$ cat src/rtl/drp_pkg.sv
package drp_pkg;
  typedef enum logic [2:0] {
    GATE_AND,
    GATE_OR,
    GATE_XOR,
    GATE_NOR,
    GATE_XNOR
  } gate_op_e;
endpackage

$ cat src/rtl/drp_gate.sv
module drp_gate #(
  parameter int               W  = 4,
  parameter drp_pkg::gate_op_e OP = drp_pkg::GATE_AND
) (
  input  logic [W-1:0] at_i,
  input  logic [W-1:0] af_i,
  input  logic [W-1:0] bt_i,
  input  logic [W-1:0] bf_i,
  output logic [W-1:0] yt_o,
  output logic [W-1:0] yf_o
);
  // both rails are positive monotonic; inversion is a rail swap
  generate
    if (OP == drp_pkg::GATE_AND) begin : g_and
      assign yt_o = at_i & bt_i;
      assign yf_o = af_i | bf_i;
    end else if (OP == drp_pkg::GATE_OR) begin : g_or
      assign yt_o = at_i | bt_i;
      assign yf_o = af_i & bf_i;
    end else if (OP == drp_pkg::GATE_NOR) begin : g_nor
      assign yt_o = af_i & bf_i;
      assign yf_o = at_i | bt_i;
    end else if (OP == drp_pkg::GATE_XOR) begin : g_xor
      assign yt_o = (at_i & bf_i) | (af_i & bt_i);
      assign yf_o = (at_i & bt_i) | (af_i & bf_i);
    end else begin : g_xnor
      assign yt_o = (at_i & bt_i) | (af_i & bf_i);
      assign yf_o = (at_i & bf_i) | (af_i & bt_i);
    end
  endgenerate
endmodule

$ cat src/rtl/drp_enc.sv
module drp_enc #(
  parameter int W = 4
) (
  input  logic         clk_i,
  input  logic         rst_ni,
  input  logic         eval_i,
  input  logic [W-1:0] d_i,
  output logic [W-1:0] t_o,
  output logic [W-1:0] f_o
);
  logic [W-1:0] d_q;

  // sample at the edge that ends precharge
  always_ff @(posedge clk_i or negedge rst_ni) begin
    if (!rst_ni)      d_q <= '0;
    else if (!eval_i) d_q <= d_i;
  end

  assign t_o = {W{eval_i}} &  d_q;
  assign f_o = {W{eval_i}} & ~d_q;

  AST_ENC_HOLD: assert property (@(posedge clk_i) disable iff (!rst_ni)
    eval_i |=> $stable(d_q));
endmodule

$ cat src/rtl/drp_reg.sv
module drp_reg #(
  parameter int         W       = 4,
  parameter logic [W-1:0] RST_VAL = '0
) (
  input  logic         clk_i,
  input  logic         rst_ni,
  input  logic         eval_i,
  input  logic [W-1:0] dt_i,
  input  logic [W-1:0] df_i,
  output logic [W-1:0] qt_o,
  output logic [W-1:0] qf_o
);
  logic [W-1:0] s1_t_q, s1_f_q;

  // stage 1 captures the evaluated wave, holds it across precharge
  always_ff @(posedge clk_i or negedge rst_ni) begin
    if (!rst_ni) begin
      s1_t_q <= RST_VAL;
      s1_f_q <= ~RST_VAL;
    end else if (eval_i) begin
      s1_t_q <= dt_i;
      s1_f_q <= df_i;
    end
  end

  // stage 2 is precharged with the logic
  assign qt_o = {W{eval_i}} & s1_t_q;
  assign qf_o = {W{eval_i}} & s1_f_q;

  AST_STAGE1_HOLD: assert property (@(posedge clk_i) disable iff (!rst_ni)
    !eval_i |=> ($stable(s1_t_q) && $stable(s1_f_q)));
  AST_STAGE1_COMPL: assert property (@(posedge clk_i) disable iff (!rst_ni)
    (s1_t_q ^ s1_f_q) == {W{1'b1}});
endmodule

$ cat src/rtl/drp_dec.sv
module drp_dec #(
  parameter int W = 4
) (
  input  logic         clk_i,
  input  logic         rst_ni,
  input  logic         eval_i,
  input  logic [W-1:0] t_i,
  input  logic [W-1:0] f_i,
  output logic [W-1:0] y_o
);
  logic [W-1:0] y_q;

  always_ff @(posedge clk_i or negedge rst_ni) begin
    if (!rst_ni)     y_q <= '0;
    else if (eval_i) y_q <= t_i;
  end

  assign y_o = y_q;

  AST_DEC_HOLD: assert property (@(posedge clk_i) disable iff (!rst_ni)
    !eval_i |=> $stable(y_q));
  AST_DEC_VALID: assert property (@(posedge clk_i) disable iff (!rst_ni)
    eval_i |-> ((t_i ^ f_i) == {W{1'b1}}));
endmodule

$ cat src/rtl/drp_datapath.sv
module drp_datapath #(
  parameter int W = 4
) (
  input  logic         clk_i,
  input  logic         rst_ni,
  input  logic [W-1:0] a_i,
  input  logic [W-1:0] b_i,
  input  logic [W-1:0] c_i,
  output logic [W-1:0] y_o,
  output logic         phase_o
);
  import drp_pkg::*;

  localparam int NNETS = 9;
  localparam int RW    = NNETS * W;

  logic eval_q;

  always_ff @(posedge clk_i or negedge rst_ni) begin
    if (!rst_ni) eval_q <= 1'b0;
    else         eval_q <= ~eval_q;
  end

  logic [W-1:0] a_t, a_f, b_t, b_f, c_t, c_f;
  logic [W-1:0] ab_t, ab_f, bc_t, bc_f, or_t, or_f;
  logic [W-1:0] nr_t, nr_f, res_t, res_f, q_t, q_f;

  drp_enc #(.W(W)) u_enc_a (.clk_i, .rst_ni, .eval_i(eval_q), .d_i(a_i), .t_o(a_t), .f_o(a_f));
  drp_enc #(.W(W)) u_enc_b (.clk_i, .rst_ni, .eval_i(eval_q), .d_i(b_i), .t_o(b_t), .f_o(b_f));
  drp_enc #(.W(W)) u_enc_c (.clk_i, .rst_ni, .eval_i(eval_q), .d_i(c_i), .t_o(c_t), .f_o(c_f));

  drp_gate #(.W(W), .OP(GATE_AND)) u_and (
    .at_i(a_t), .af_i(a_f), .bt_i(b_t), .bf_i(b_f), .yt_o(ab_t), .yf_o(ab_f));
  drp_gate #(.W(W), .OP(GATE_XOR)) u_xor_bc (
    .at_i(b_t), .af_i(b_f), .bt_i(c_t), .bf_i(c_f), .yt_o(bc_t), .yf_o(bc_f));
  drp_gate #(.W(W), .OP(GATE_OR)) u_or (
    .at_i(ab_t), .af_i(ab_f), .bt_i(bc_t), .bf_i(bc_f), .yt_o(or_t), .yf_o(or_f));
  drp_gate #(.W(W), .OP(GATE_NOR)) u_nor (
    .at_i(a_t), .af_i(a_f), .bt_i(c_t), .bf_i(c_f), .yt_o(nr_t), .yf_o(nr_f));
  drp_gate #(.W(W), .OP(GATE_XOR)) u_xor_out (
    .at_i(or_t), .af_i(or_f), .bt_i(nr_t), .bf_i(nr_f), .yt_o(res_t), .yf_o(res_f));

  drp_reg #(.W(W), .RST_VAL('0)) u_reg (
    .clk_i, .rst_ni, .eval_i(eval_q), .dt_i(res_t), .df_i(res_f), .qt_o(q_t), .qf_o(q_f));

  drp_dec #(.W(W)) u_dec (
    .clk_i, .rst_ni, .eval_i(eval_q), .t_i(q_t), .f_i(q_f), .y_o(y_o));

  assign phase_o = eval_q;

  // all rail pairs gathered for the spacer and wave checks
  logic [RW-1:0] all_t, all_f;
  assign all_t = {a_t, b_t, c_t, ab_t, bc_t, or_t, nr_t, res_t, q_t};
  assign all_f = {a_f, b_f, c_f, ab_f, bc_f, or_f, nr_f, res_f, q_f};

  AST_NO_BOTH_HIGH: assert property (@(posedge clk_i) disable iff (!rst_ni)
    (all_t & all_f) == '0);
  AST_PRECHARGE_SPACER: assert property (@(posedge clk_i) disable iff (!rst_ni)
    !eval_q |-> ((all_t | all_f) == '0));
  AST_EVAL_ONE_HOT_PAIR: assert property (@(posedge clk_i) disable iff (!rst_ni)
    eval_q |-> ((all_t ^ all_f) == {RW{1'b1}}));
  AST_RAIL_RISE_ON_EVAL: assert property (@(posedge clk_i) disable iff (!rst_ni)
    ((|(all_t & ~$past(all_t))) || (|(all_f & ~$past(all_f)))) |-> $rose(eval_q));
  AST_RAIL_FALL_ON_PRE: assert property (@(posedge clk_i) disable iff (!rst_ni)
    ((|(~all_t & $past(all_t))) || (|(~all_f & $past(all_f)))) |-> $fell(eval_q));
  AST_PHASE_TOGGLE: assert property (@(posedge clk_i) disable iff (!rst_ni)
    eval_q |=> !eval_q);
endmodule

$ cat config.mk
export PLATFORM = sky130hd
export DESIGN_NAME = drp_datapath
export DESIGN_NICKNAME = d
export VERILOG_FILES = /design/src/rtl/drp_pkg.sv /design/src/rtl/drp_gate.sv /design/src/rtl/drp_enc.sv /design/src/rtl/drp_reg.sv /design/src/rtl/drp_dec.sv /design/src/rtl/drp_datapath.sv
export SDC_FILE = /design/constraint.sdc
export NUM_CORES = 1
export LEC_CHECK = 0
export BUFFER_PORTS_ARGS = -buffer_cell sky130_fd_sc_hd__buf_4
export CORE_ASPECT_RATIO = 1.5
export CORE_MARGIN = 10
export CORE_UTILIZATION = 45
export DETAILED_ROUTE_END_ITERATION = 10
export GPL_TIMING_DRIVEN = 0
export PLACE_DENSITY = 0.69
export REMOVE_ABC_BUFFERS = 1
export SLEW_MARGIN = 30
export SYNTH_ARGS = -nofsm -noshare
export SYNTH_HDL_FRONTEND = slang
export SYNTH_SLANG_ARGS = --single-unit
$ cat constraint.sdc
create_clock -name clk_i -period 1.37 [get_ports clk_i]
set_input_delay 0.137 -clock clk_i [delete_from_list [all_inputs] [get_ports clk_i]]
set_output_delay 0.137 -clock clk_i [all_outputs]
set_load 0.01 [all_outputs]
# Yosys cells after proc, flatten, opt, wreduce, memory -nomap -nowiden
# Cells that the tools add are included.
op_classes:
  bitwise: 26
op_table:
  columns: ["cell", "n"]
  rows:
  - ["4-bit bitwise AND", 16]
  - ["4-bit bitwise OR", 6]
  - ["4-bit inverter", 3]
  - ["1-bit inverter", 1]
totals:
  inputBits: 14
  out_inout_bits: 5
  reg_bits: 21

# Longest topological paths before layout
# Gate-level depths: netlist (run 1).
logic_depth:
  word_depth: 7
  depth_mapped: 3
  depth_no_buf: 2

# By module
# Synthesis (run 1) repeated with hierarchy kept, for this count alone.
hier_totals:
  cells_unflattened: 127
  hier_area_um2: 1481.4
modules_own_cells:
  columns: ["module", "cells_per_inst", "instances", "seq_area_each_um2", "area_per_inst_um2"]
  rows:
  - ["drp_enc", 17, 3, 100.1, 214.0]
  - ["drp_reg", 26, 1, 205.2, 375.4]
  - ["drp_gate (u_and ...)", 8, 3, 0.0, 50.0]
  - ["drp_dec", 8, 1, 100.1, 145.1]
  - ["drp_gate (u_xor_bc ...)", 8, 2, 0.0, 70.1]
  - ["drp_datapath", 2, 1, 25.0, 28.8]

# Worst setup path after synthesis (run 1)
# OpenSTA, ideal clock, no wires.
synth_timing:
  kind: "reg2reg"
  from: "register eval_q, in the netlist phase_o"
  to: "register u_dec.y_q[0], in the netlist u_dec.y_o[0]"
  t_arrival_ps: 916
  path_buffers: 1
  stages_incl_launch_ff: 3
  setup_slack_ps: 328
  required_time_ps: 1245
  setup_ps: 125
  cell_sequence: "dfrtp_1 buf_6 mux2_4"
synth_between:
  elab_chain_cells: 1
synth_lines:
  columns: ["element", "line_no", "text"]
  rows:
  - ["start: declaration", "drp_datapath.sv:17", "logic eval_q;"]
  - ["start signal: assignment", "drp_datapath.sv:21", "else eval_q <= ~eval_q;"]
  - ["4-bit bitwise AND", "drp_reg.sv:27", "assign qt_o = {W{eval_i}} & s1_t_q;"]
  - ["end signal: assignment", "drp_dec.sv:15", "else if (eval_i) y_q <= t_i;"]
  - ["end: declaration", "drp_dec.sv:11", "logic [W-1:0] y_q;"]
# Several ways; a longest one is shown, not always the timed one.
# A chain may end at the register's enable or synchronous reset.

# Worst setup path in the final report (run 1)
layout_timing:
  from: "register eval_q, in the netlist phase_o"
  to: "output phase_o"
layout_lines:
  columns: ["element", "line_no", "text"]
  rows:
  - ["end: declaration", "drp_datapath.sv:10", "output logic phase_o"]
# No word-level cell between the ends.

==> impl_metrics.yaml, run 1 <==
status:
  status: "finished, final reports clean"
worst_setup_path:
  critical-path-max-stage-delay_ns: 0.67
  crit_family: "flip-flops"
  crit_path_end_kind: "primary output"
  path_buf_inv: 1
  cp-start-kind: "flop"
  path_max_fanout: 22
  crit_slowest_cell: "dfrtp_4"
  rr_endpoint: "u_reg.s1_t_q[0]$_DFFE_PN0P_"
  cp.depth: 1
  crit_end: "phase_o"
  required_ns: 1.23
  reg2regPathDepth: 2
  rrSetupSlack_ns: 0.14
  cp_cell_sequence: "buf_4"
  rr_startpoint: "phase_o$_DFF_PN0_"
  critPathLaunch: "phase_o$_DFF_PN0_"
  critical_path_arrival_ns: 1.17
  setup.worst_path.class: "flop to primary output"
floorplan:
  initial_core_util_pct: 48.03
  pin_count: 19
  die_y_um: 74.84
  die_area_um2: 4232
  core_um2: 1878
  rows: 19
  die_w_um: 56.56
synthesis:
  synth.area.top_cells: "dfrtp_1 58%, mux2_4 27%, nor3b_1 3.3%"
  yosysTopAreaCell: "dfrtp_1"
  ys_seq_area_share_pct: 58.25
  synth_cell_types: 8
  synth_warnings: 0
  syn_area_um2: 902.1
  syn_avg_cell_area_um2: 16.11
  yosys_register_bits: 21
  syn-instance-count: 56
  synthDominantCellAreaShare_pct: 58.25
grt:
  grt_overflow: 0
  grt_max_degree: 23
  grt_pass1_vias: 567
  grt_pass1_wl_mm: 2.442
  groute.usage.overall_pct: 7.041
  antenna_found_initial: 0
clock_tree:
  htreeDepth: 1
  cts_tree: "built"
  clk_pin_slew_ns: 0.12
  root_buffer: "clkbuf_4"
  cts_buffer_depth: 2
  clock_latency_ns: 0.30
  cts_buffers: 3
  cts_sinks: 21
drt:
  drt-total-wl_mm: 1.439
  drtIter0Drc: 7
  antenna_left: 0
  drt_pass1_iterations: 2
  vias_per_cell: 5.041
  drc: 0
  num_vias: 494
  drt-wirelength-per-cell_um: 14.68
power:
  p_total_w: 0.001078
  p_seq_share_pct: 62.7
  swShare_pct: 21.92
  p_sw_w: 0.0002364
  pwr-share-clk_pct: 26.8
  powerDensity_nw_per_um2: 996.4
  intPower_w: 0.0008420
  peakVddDrop_mv: 0.7274
  p_leak_nw: 0.5316
  p_comb_share_pct: 10.6
run:
  cap_violations: 0
sta:
  setup_violations: 0
  slew_headroom_pct: 76.14
  drv_slew: 0
  finalClockSkew_ns: 0.01203
  rsz0062_at_grt: "no"
  finalHoldViolCount: 0
  tightestPinTransition_ns: 0.3579
  holdWs_ns: 0.05448
  fmax_mhz: 762.6
  fin_crit_sh_pct: 95.72
  fin_crit_ns: 1.311
  tns_ns: 0
place:
  io_buffers: 18
  gp_congestion: 0.6408
  placedCellCount: 93
layout:
  layout-drive-gt1-share_pct: 50.65
  layout.nets: 92
  area_growth_pct: 19.97
  final_cells: 98
  num_antenna_cells: 0
hold_path:
  hp-class: "input port to flop"
  hold_depth: 2
-- per-stage QoR --
| stage | util (%) | area [µm²] | setup WS, ns |
|---|---|---|---|
| floorplan | - | 879.6 | -0.09668 |
| global route | 57.63 | 1082 | 0.008237 |
| CTS | 57.63 | 1082 | 0.06218 |
| detailed placement | 55.43 | 1041 | -0.3744 |
| global placement | 55.43 | 1041 | -0.2973 |
| finish | 57.63 | 1082 | 0.05870 |
-- cell type report --
type,instances,area (µm²)
flip-flops and latches,21,529.3
clock inverters,1,5.005
multi-input cells,32,350.3
fillers,162,795.8
clock buffers,3,22.52
repair buffers,19,145.1
inverters,1,3.754
well taps,21,26.28
-- state kept, by name, summed over array words and instances (netlist names) --
register      count
u_enc_c.d_q       4
phase_o           1
u_enc_a.d_q       4
u_reg.s1_t_q      4
u_enc_b.d_q       4
u_dec.y_o         4
-- cells in the final DEF (no fill, tap or decap), drive strengths merged --
cell | Yosys | routed
nand2b | 4 | 4
mux2 | 16 | 16
nor2b | 4 | 4
clkbuf | 0 | 3
dlygate4sd3 | 0 | 1
inv | 1 | 1
dfrtp | 21 | 21
nor3b | 4 | 4
buf | 2 | 18
o31ai | 4 | 4
clkinv | 0 | 1
-- per-layer routing --
metal  GRT usage (%)  vias to the layer above  routed length, µm
li1                -                      238                  -
met1           8.383                      244                656
met2           11.12                       10                697
met3           2.020                        2                 72
met4           4.021                        0                 13
met5               0                        -                  0
-- worst min-delay path by stage --
| stage | start | endpoint |
|---|---|---|
| finish | a_i[3] | u_enc_a.d_q[3]$_DFFE_PN0N_ |
| global route | a_i[3] | u_enc_a.d_q[3]$_DFFE_PN0N_ |
| CTS | a_i[3] | u_enc_a.d_q[3]$_DFFE_PN0N_ |
| detailed placement | rst_ni | u_enc_a.d_q[0]$_DFFE_PN0N_ |
| global placement | rst_ni | u_enc_a.d_q[0]$_DFFE_PN0N_ |
| floorplan | rst_ni | phase_o$_DFF_PN0_ |
-- power by group through the flow --
stage / Combinational, W / Clock, W / Sequential [W]
finish: 0.000114 / 0.000289 / 0.000676
global route: 0.000125 / 0.000329 / 0.000682
CTS: 0.000117 / 0.000294 / 0.000676
detailed placement: 0.000114 / 0 / 0.000688
global placement: 0.000111 / 0 / 0.000687
floorplan: 0.0000512 / 0 / 0.000688
-- synthesized netlist by cell type --
master	n
buf_6	2
dfrtp_1	21
inv_1	1
mux2_4	16
nand2b_1	4
nor2b_1	4
nor3b_1	4
o31ai_1	4
-- repair_timing --
item / 4_1_cts / 5_1_grt
hold endpoints to repair: 21 / 0
hold buffers: 1 / 0
setup endpoints to repair: 22 / 0
resized for setup: 2 / 0
setup buffers: 0 / 0
-- logic make-up (layout without fill, tap and decap cells) --
logic type,count (synthesis),after routing,synth area share [%]
AO/OA/AOI/OAI,4,4,3.329
buffers and inverters,3,24,2.912
flip-flops,21,21,58.25
multiplexers,16,16,26.63
AND/OR/NAND/NOR,12,12,8.876
(Power assumes the default switching activity.)
==> inputs of run 2 (changes only) <==
- CORE_MARGIN: 10 -> 3
==> run 2 against run 1 <==
  * Global-route usage increased by 5.3 points
  * Highest routed layer unchanged
  * Non-clock buffer count unchanged
  * Register-to-register slack improved by 0.02 ns
  * Fmax increased by 1.2%
  * Hold slack improved by 0.0025 ns
  * Clock-buffer cell count unchanged
  * First-iteration DRC count increased by 29%
==> impl_metrics.yaml, run 2 (synthesis gave the netlist of run 1 again) <==
sta:
  slew_headroom_pct: 76.83
  finalClockSkew_ns: 0.008594
  drv_slew: 0
  setup_violations: 0
  holdWs_ns: 0.05695
  fmax_mhz: 772.0
  finalHoldViolCount: 0
  fin_crit_sh_pct: 94.55
  tightestPinTransition_ns: 0.3475
  rsz0062_at_grt: "no"
  fin_crit_ns: 1.295
  worst_slack_ns: 0.07463
worst_setup_path:
  path_max_fanout: 22
  cp.depth: 1
  crit_slowest_cell: "dfrtp_4"
  crit_path_end_kind: "primary output"
  rrSetupSlack_ns: 0.16
  rr_startpoint: "phase_o$_DFF_PN0_"
  critPathLaunch: "phase_o$_DFF_PN0_"
  setup.worst_path.class: "flop to primary output"
  cp_cell_sequence: "buf_4"
  path_buf_inv: 1
  required_ns: 1.23
  crit_family: "flip-flops"
  critical_path_arrival_ns: 1.16
  cp-start-kind: "flop"
  reg2regPathDepth: 2
  critical-path-max-stage-delay_ns: 0.66
  rr_endpoint: "u_reg.s1_t_q[1]$_DFFE_PN0P_"
floorplan:
  die_y_um: 60.84
  pin_count: 19
  die_area_um2: 2589
  initial_core_util_pct: 48.65
  core_um2: 1854
  die_w_um: 42.56
  rows: 19
clock_tree:
  htreeDepth: 1
  post_cts_buffers: 0
  cts_tree: "built"
  cts_buffer_depth: 2
  cts_buffers: 3
  clk_pin_slew_ns: 0.12
  cts_sinks: 21
  root_buffer: "clkbuf_4"
  clock_latency_ns: 0.30
hold_path:
  hp-start: "c_i[0]"
  hold_depth: 2
  whs_endpoint: "u_enc_c.d_q[0]$_DFFE_PN0N_"
  hp-class: "input port to flop"
layout:
  num_antenna_cells: 0
  final_util_pct: 58.37
  area_growth_pct: 19.97
  layout.nets: 92
  final_common_cell: "dfrtp_1"
  layout-drive-gt1-share_pct: 50.65
  final_cell_mix: "20 x dfrtp_1, 18 x buf_4, 16 x mux2_4"
  n_fill_cell: 166
power:
  swShare_pct: 21.82
  intPower_w: 0.0008420
  p_leak_nw: 0.5316
  p_sw_w: 0.0002350
  p_comb_share_pct: 10.4
  powerDensity_nw_per_um2: 995.0
  pwr-share-clk_pct: 26.7
  p_seq_share_pct: 62.8
  peakVddDrop_mv: 0.7401
grt:
  grt_pass1_wl_mm: 2.339
  grt_max_degree: 23
  antenna_found_initial: 0
  grt_overflow: 0
  grt_pass1_vias: 526
  groute.usage.overall_pct: 12.31
place:
  preCtsSetupSlack_ns: -0.3861
  gp_congestion: 0.6489
  io_buffers: 18
  dp_hpwl_um: 930.9
drt:
  vias_per_cell: 4.990
  drtIter0Drc: 9
  antenna_left: 0
  drt-wirelength-per-cell_um: 13.13
  drt-total-wl_mm: 1.287
  drt_pass1_iterations: 4
  num_vias: 489
  drc: 0
run:
  cap_violations: 0
status:
  status: "finished, final reports clean"
-- run 2: cell counts in the layout (fill, tap and decap cells not counted) --
No cell type changed its count.
-- run 2: worst max-delay path by stage --
stage / to / slack, ns
after floorplan: u_reg.s1_t_q[0]$_DFFE_PN0P_ / -0.1
after global placement: u_reg.s1_t_q[1]$_DFFE_PN0P_ / -0.32
after detailed placement: u_reg.s1_t_q[1]$_DFFE_PN0P_ / -0.39
after CTS: phase_o / 0.05
after global routing: phase_o / 0.01
final: phase_o / 0.07
-- run 2: per-layer routing --
layer  GRT usage [%]  vias up  part of all wire (%)
met5               0        -                     0
met4           9.333        0                   1.2
met3           1.780        2                   4.4
met2           20.26       12                    51
met1           14.56      238                    43
li1                -      237                     -
-- run 2: area by class of cell --
| cell class | instances | area, µm² | area share [%] |
|---|---|---|---|
| Sequential cell | 21 | 529.3 | 48.90 |
| Multi-Input combinational cell | 32 | 350.3 | 32.37 |
| Timing Repair Buffer | 19 | 145.1 | 13.41 |
| Tap cell | 21 | 26.28 | 2.428 |
| Clock buffer | 3 | 22.52 | 2.081 |
| Clock inverter | 1 | 5.005 | 0.4624 |
| Inverter | 1 | 3.754 | 0.3468 |
-- run 2: repair_timing --
item | 4_1_cts | 5_1_grt
setup endpoints to repair | 22 | 0
endpoints found under the hold margin | 21 | 0
hold buffers | 1 | 0
gates resized for setup | 2 | 0
-- run 2: through the flow --
step	cells	setup TNS [ns]	total power [W]	cell area, µm²
6_report	98	0	0.001077	1082
5_1_grt	98	0	0.001140	1082
4_1_cts	98	0	0.001092	1082
3_5_place_dp	93	-4.232	0.0008028	1041
3_3_place_gp	93	-3.271	0.0007972	1041
2_1_floorplan	54	-0.5498	0.0007387	879.6
-- run 2: power by group through the flow --
stage          clock (W)  sequential [W]  combinational [W]
2_1_floorplan          0        0.000688          0.0000512
3_3_place_gp           0        0.000687           0.000110
3_5_place_dp           0        0.000690           0.000113
4_1_cts         0.000299        0.000677           0.000116
5_1_grt         0.000334        0.000683           0.000123
6_report        0.000288        0.000676           0.000113
==> inputs of run 3 (changes only) <==
- ABC_AREA: not set -> 1
- BUFFER_PORTS_ARGS: -buffer_cell sky130_fd_sc_hd__buf_4 -> not set
- DONT_BUFFER_PORTS: not set -> 1
- PLACE_DENSITY: 0.69 -> 0.57
==> run 3 against run 2 <==
  * Largest cell class unchanged
  * Highest routed layer unchanged
  * Synthesized cell count rose by 68%
  * Sequential share of layout area rose by 2.4 points
  * Power fell by 1.4%
  * Die area fell by 0.72%
  * Flip-flop and latch count did not move
  * Worst setup slack improved by 0.094 ns
==> impl_metrics.yaml, run 3 <==
place:
  io_buffers: 0
  gp_congestion: 0.6346
  preCtsSetupSlack_ns: -0.1859
  placedCellCount: 111
  placed_area_um2: 867.1
  dp_hpwl_um: 901.8
sta:
  fin_crit_ns: 1.201
  finalHoldViolCount: 0
  finalClockSkew_ns: 0.0008105
  fmax_mhz: 832.5
  fin_crit_sh_pct: 87.68
  worst_slack_ns: 0.1688
  setup_violations: 0
  drv_slew: 0
  holdWs_ns: 0.3109
  tns_ns: 0
  tightestPinTransition_ns: 0.4585
  rsz0062_at_grt: "no"
  slew_headroom_pct: 69.43
synthesis:
  yosysMostFrequentCell: "nand2_1"
  syn-instance-count: 94
  yosys_register_bits: 21
  synth_cell_types: 12
  async_flop_share_pct: 100.0
  ys_seq_area_share_pct: 58.74
  synthDominantCellAreaShare_pct: 58.74
  synth_ff_type: "dfrtp_1"
  synth_warnings: 0
  synth-edff-count: 0
  ys_top_cells_by_count: "44 x nand2_1, 21 x dfrtp_1, 8 x inv_1"
  synth.area.top_cells: "dfrtp_1 59%, nand2_1 18%, buf_6 3.8%"
  syn_avg_cell_area_um2: 9.517
  yosysTopAreaCell: "dfrtp_1"
  syn_area_um2: 894.6
layout:
  n_fill_cell: 180
  final-seq-area_um2: 529.3
  num_antenna_cells: 0
  layout-drive-gt1-share_pct: 12.04
  final_cells: 129
  final_cell_mix: "44 x nand2_1, 20 x dfrtp_1, 13 x dlygate4sd3_1, 8 x inv_1"
  final_common_cell: "nand2_1"
  area_growth_pct: 15.38
  final_cell_area_um2: 1032
  multi_input_area_um2: 281.5
  layout.nets: 123
worst_setup_path:
  critical_path_arrival_ns: 1.38
  cp-start-kind: "flop"
  path_max_fanout: 21
  path_buf_inv: 1
  crit_slowest_cell: "dfrtp_4"
  rr_startpoint: "phase_o$_DFF_PN0_"
  rr_endpoint: "u_enc_c.d_q[3]$_DFFE_PN0N_"
  critical-path-max-stage-delay_ns: 0.61
  cp_cell_sequence: "inv_2 > o21ai_0"
  crit_family: "flip-flops"
  crit_path_end_kind: "flop"
  required_ns: 1.55
  reg2regPathDepth: 2
  setup.worst_path.class: "flop to flop"
  rrSetupSlack_ns: 0.17
power:
  p_leak_nw: 0.5107
  peakVddDrop_mv: 0.6297
  powerDensity_nw_per_um2: 1028
clock_tree:
  clk_pin_slew_ns: 0.11
  htreeDepth: 1
  cts_buffer_depth: 2
  cts_buffers: 3
  root_buffer: "clkbuf_4"
  clock_latency_ns: 0.30
  cts_sinks: 21
  cts_tree: "built"
floorplan:
  pin_count: 19
  die_w_um: 42.41
  die_area_um2: 2570
  die_y_um: 60.61
  core_um2: 1854
  initial_core_util_pct: 48.25
  rows: 19
drt:
  vias_per_cell: 4.713
  antenna_left: 0
  drtIter0Drc: 17
  drt-wirelength-per-cell_um: 10.87
  drt-total-wl_mm: 1.402
  drt_pass1_iterations: 3
  drc: 0
  num_vias: 608
grt:
  antenna_found_initial: 0
  grt_overflow: 0
  grt_pass1_vias: 624
  grt_max_degree: 22
  grt_pass1_wl_mm: 2.642
  groute.usage.overall_pct: 13.66
hold_path:
  hp-class: "input port to async pin"
run:
  cap_violations: 0
status:
  status: "finished, final reports clean"
## run 3: how the worst max path moves through the flow
stage | startpoint | to | slack, ns | cells past startpoint
5_1_grt | phase_o$_DFF_PN0_ | u_enc_c.d_q[1]$_DFFE_PN0N_ | 0.03 | 3
6_report | phase_o$_DFF_PN0_ | u_enc_c.d_q[3]$_DFFE_PN0N_ | 0.17 | 2
3_3_place_gp | phase_o$_DFF_PN0_ | u_enc_c.d_q[1]$_DFFE_PN0N_ | -0.17 | 3
2_1_floorplan | phase_o$_DFF_PN0_ | u_enc_c.d_q[0]$_DFFE_PN0N_ | 0.12 | 3
3_5_place_dp | phase_o$_DFF_PN0_ | u_enc_c.d_q[0]$_DFFE_PN0N_ | -0.19 | 3
4_1_cts | phase_o$_DFF_PN0_ | u_enc_c.d_q[0]$_DFFE_PN0N_ | 0.12 | 3
## run 3: layout make-up
class	count	area share (%)
Clock buffer	4	2.545
Inverter	9	3.273
Timing Repair Buffer	14	13.09
Sequential cell	21	51.27
Tap cell	21	2.545
Multi-Input combinational cell	60	27.27
## run 3: metrics by stage
stage	util [%]	total power (W)
after floorplan	-	0.0007293
after global placement	46.76	0.0007371
after detailed placement	46.76	0.0007405
after CTS	55.26	0.001077
after global routing	55.67	0.001116
final	55.67	0.001062
## run 3: kinds of logic (layout without fill, tap and decap cells)
family / count (synthesis) / in the layout / share of synthesized area (%)
AO/OA/AOI/OAI: 8 / 8 / 6.853
AND/OR/NAND/NOR: 52 / 52 / 24.62
flip-flops: 21 / 21 / 58.74
buffers and inverters: 13 / 27 / 9.790
## run 3: per-layer routing
metal,global-route usage [%],part of all wire (%),up-vias
met2,22.66,49,13
met1,16.38,46,278
met5,0,0,-
met3,2.077,3.9,2
li1,-,-,315
met4,9.333,1.4,0
## run 3: worst register-to-register path: stages, from the launching register on
cell,delay [ns]
dfrtp_4,0.61
inv_2,0.33
o21ai_0,0.15
## run 3: where the power goes
part           switching (W)  internal (W)  total [W]
Clock               0.000180      0.000113   0.000293
Combinational      0.0000439     0.0000483  0.0000923
Sequential         0.0000217      0.000654   0.000676
Total               0.000245      0.000816    0.00106
## run 3: timing repair
item | in CTS | in global routing
hold buffers | 13 | 1
setup buffers | 0 | 0
endpoints found under the hold margin | 33 | 21
endpoints found under the setup margin | 17 | 3
resized for setup | 1 | 1
pin swaps | 0 | 0
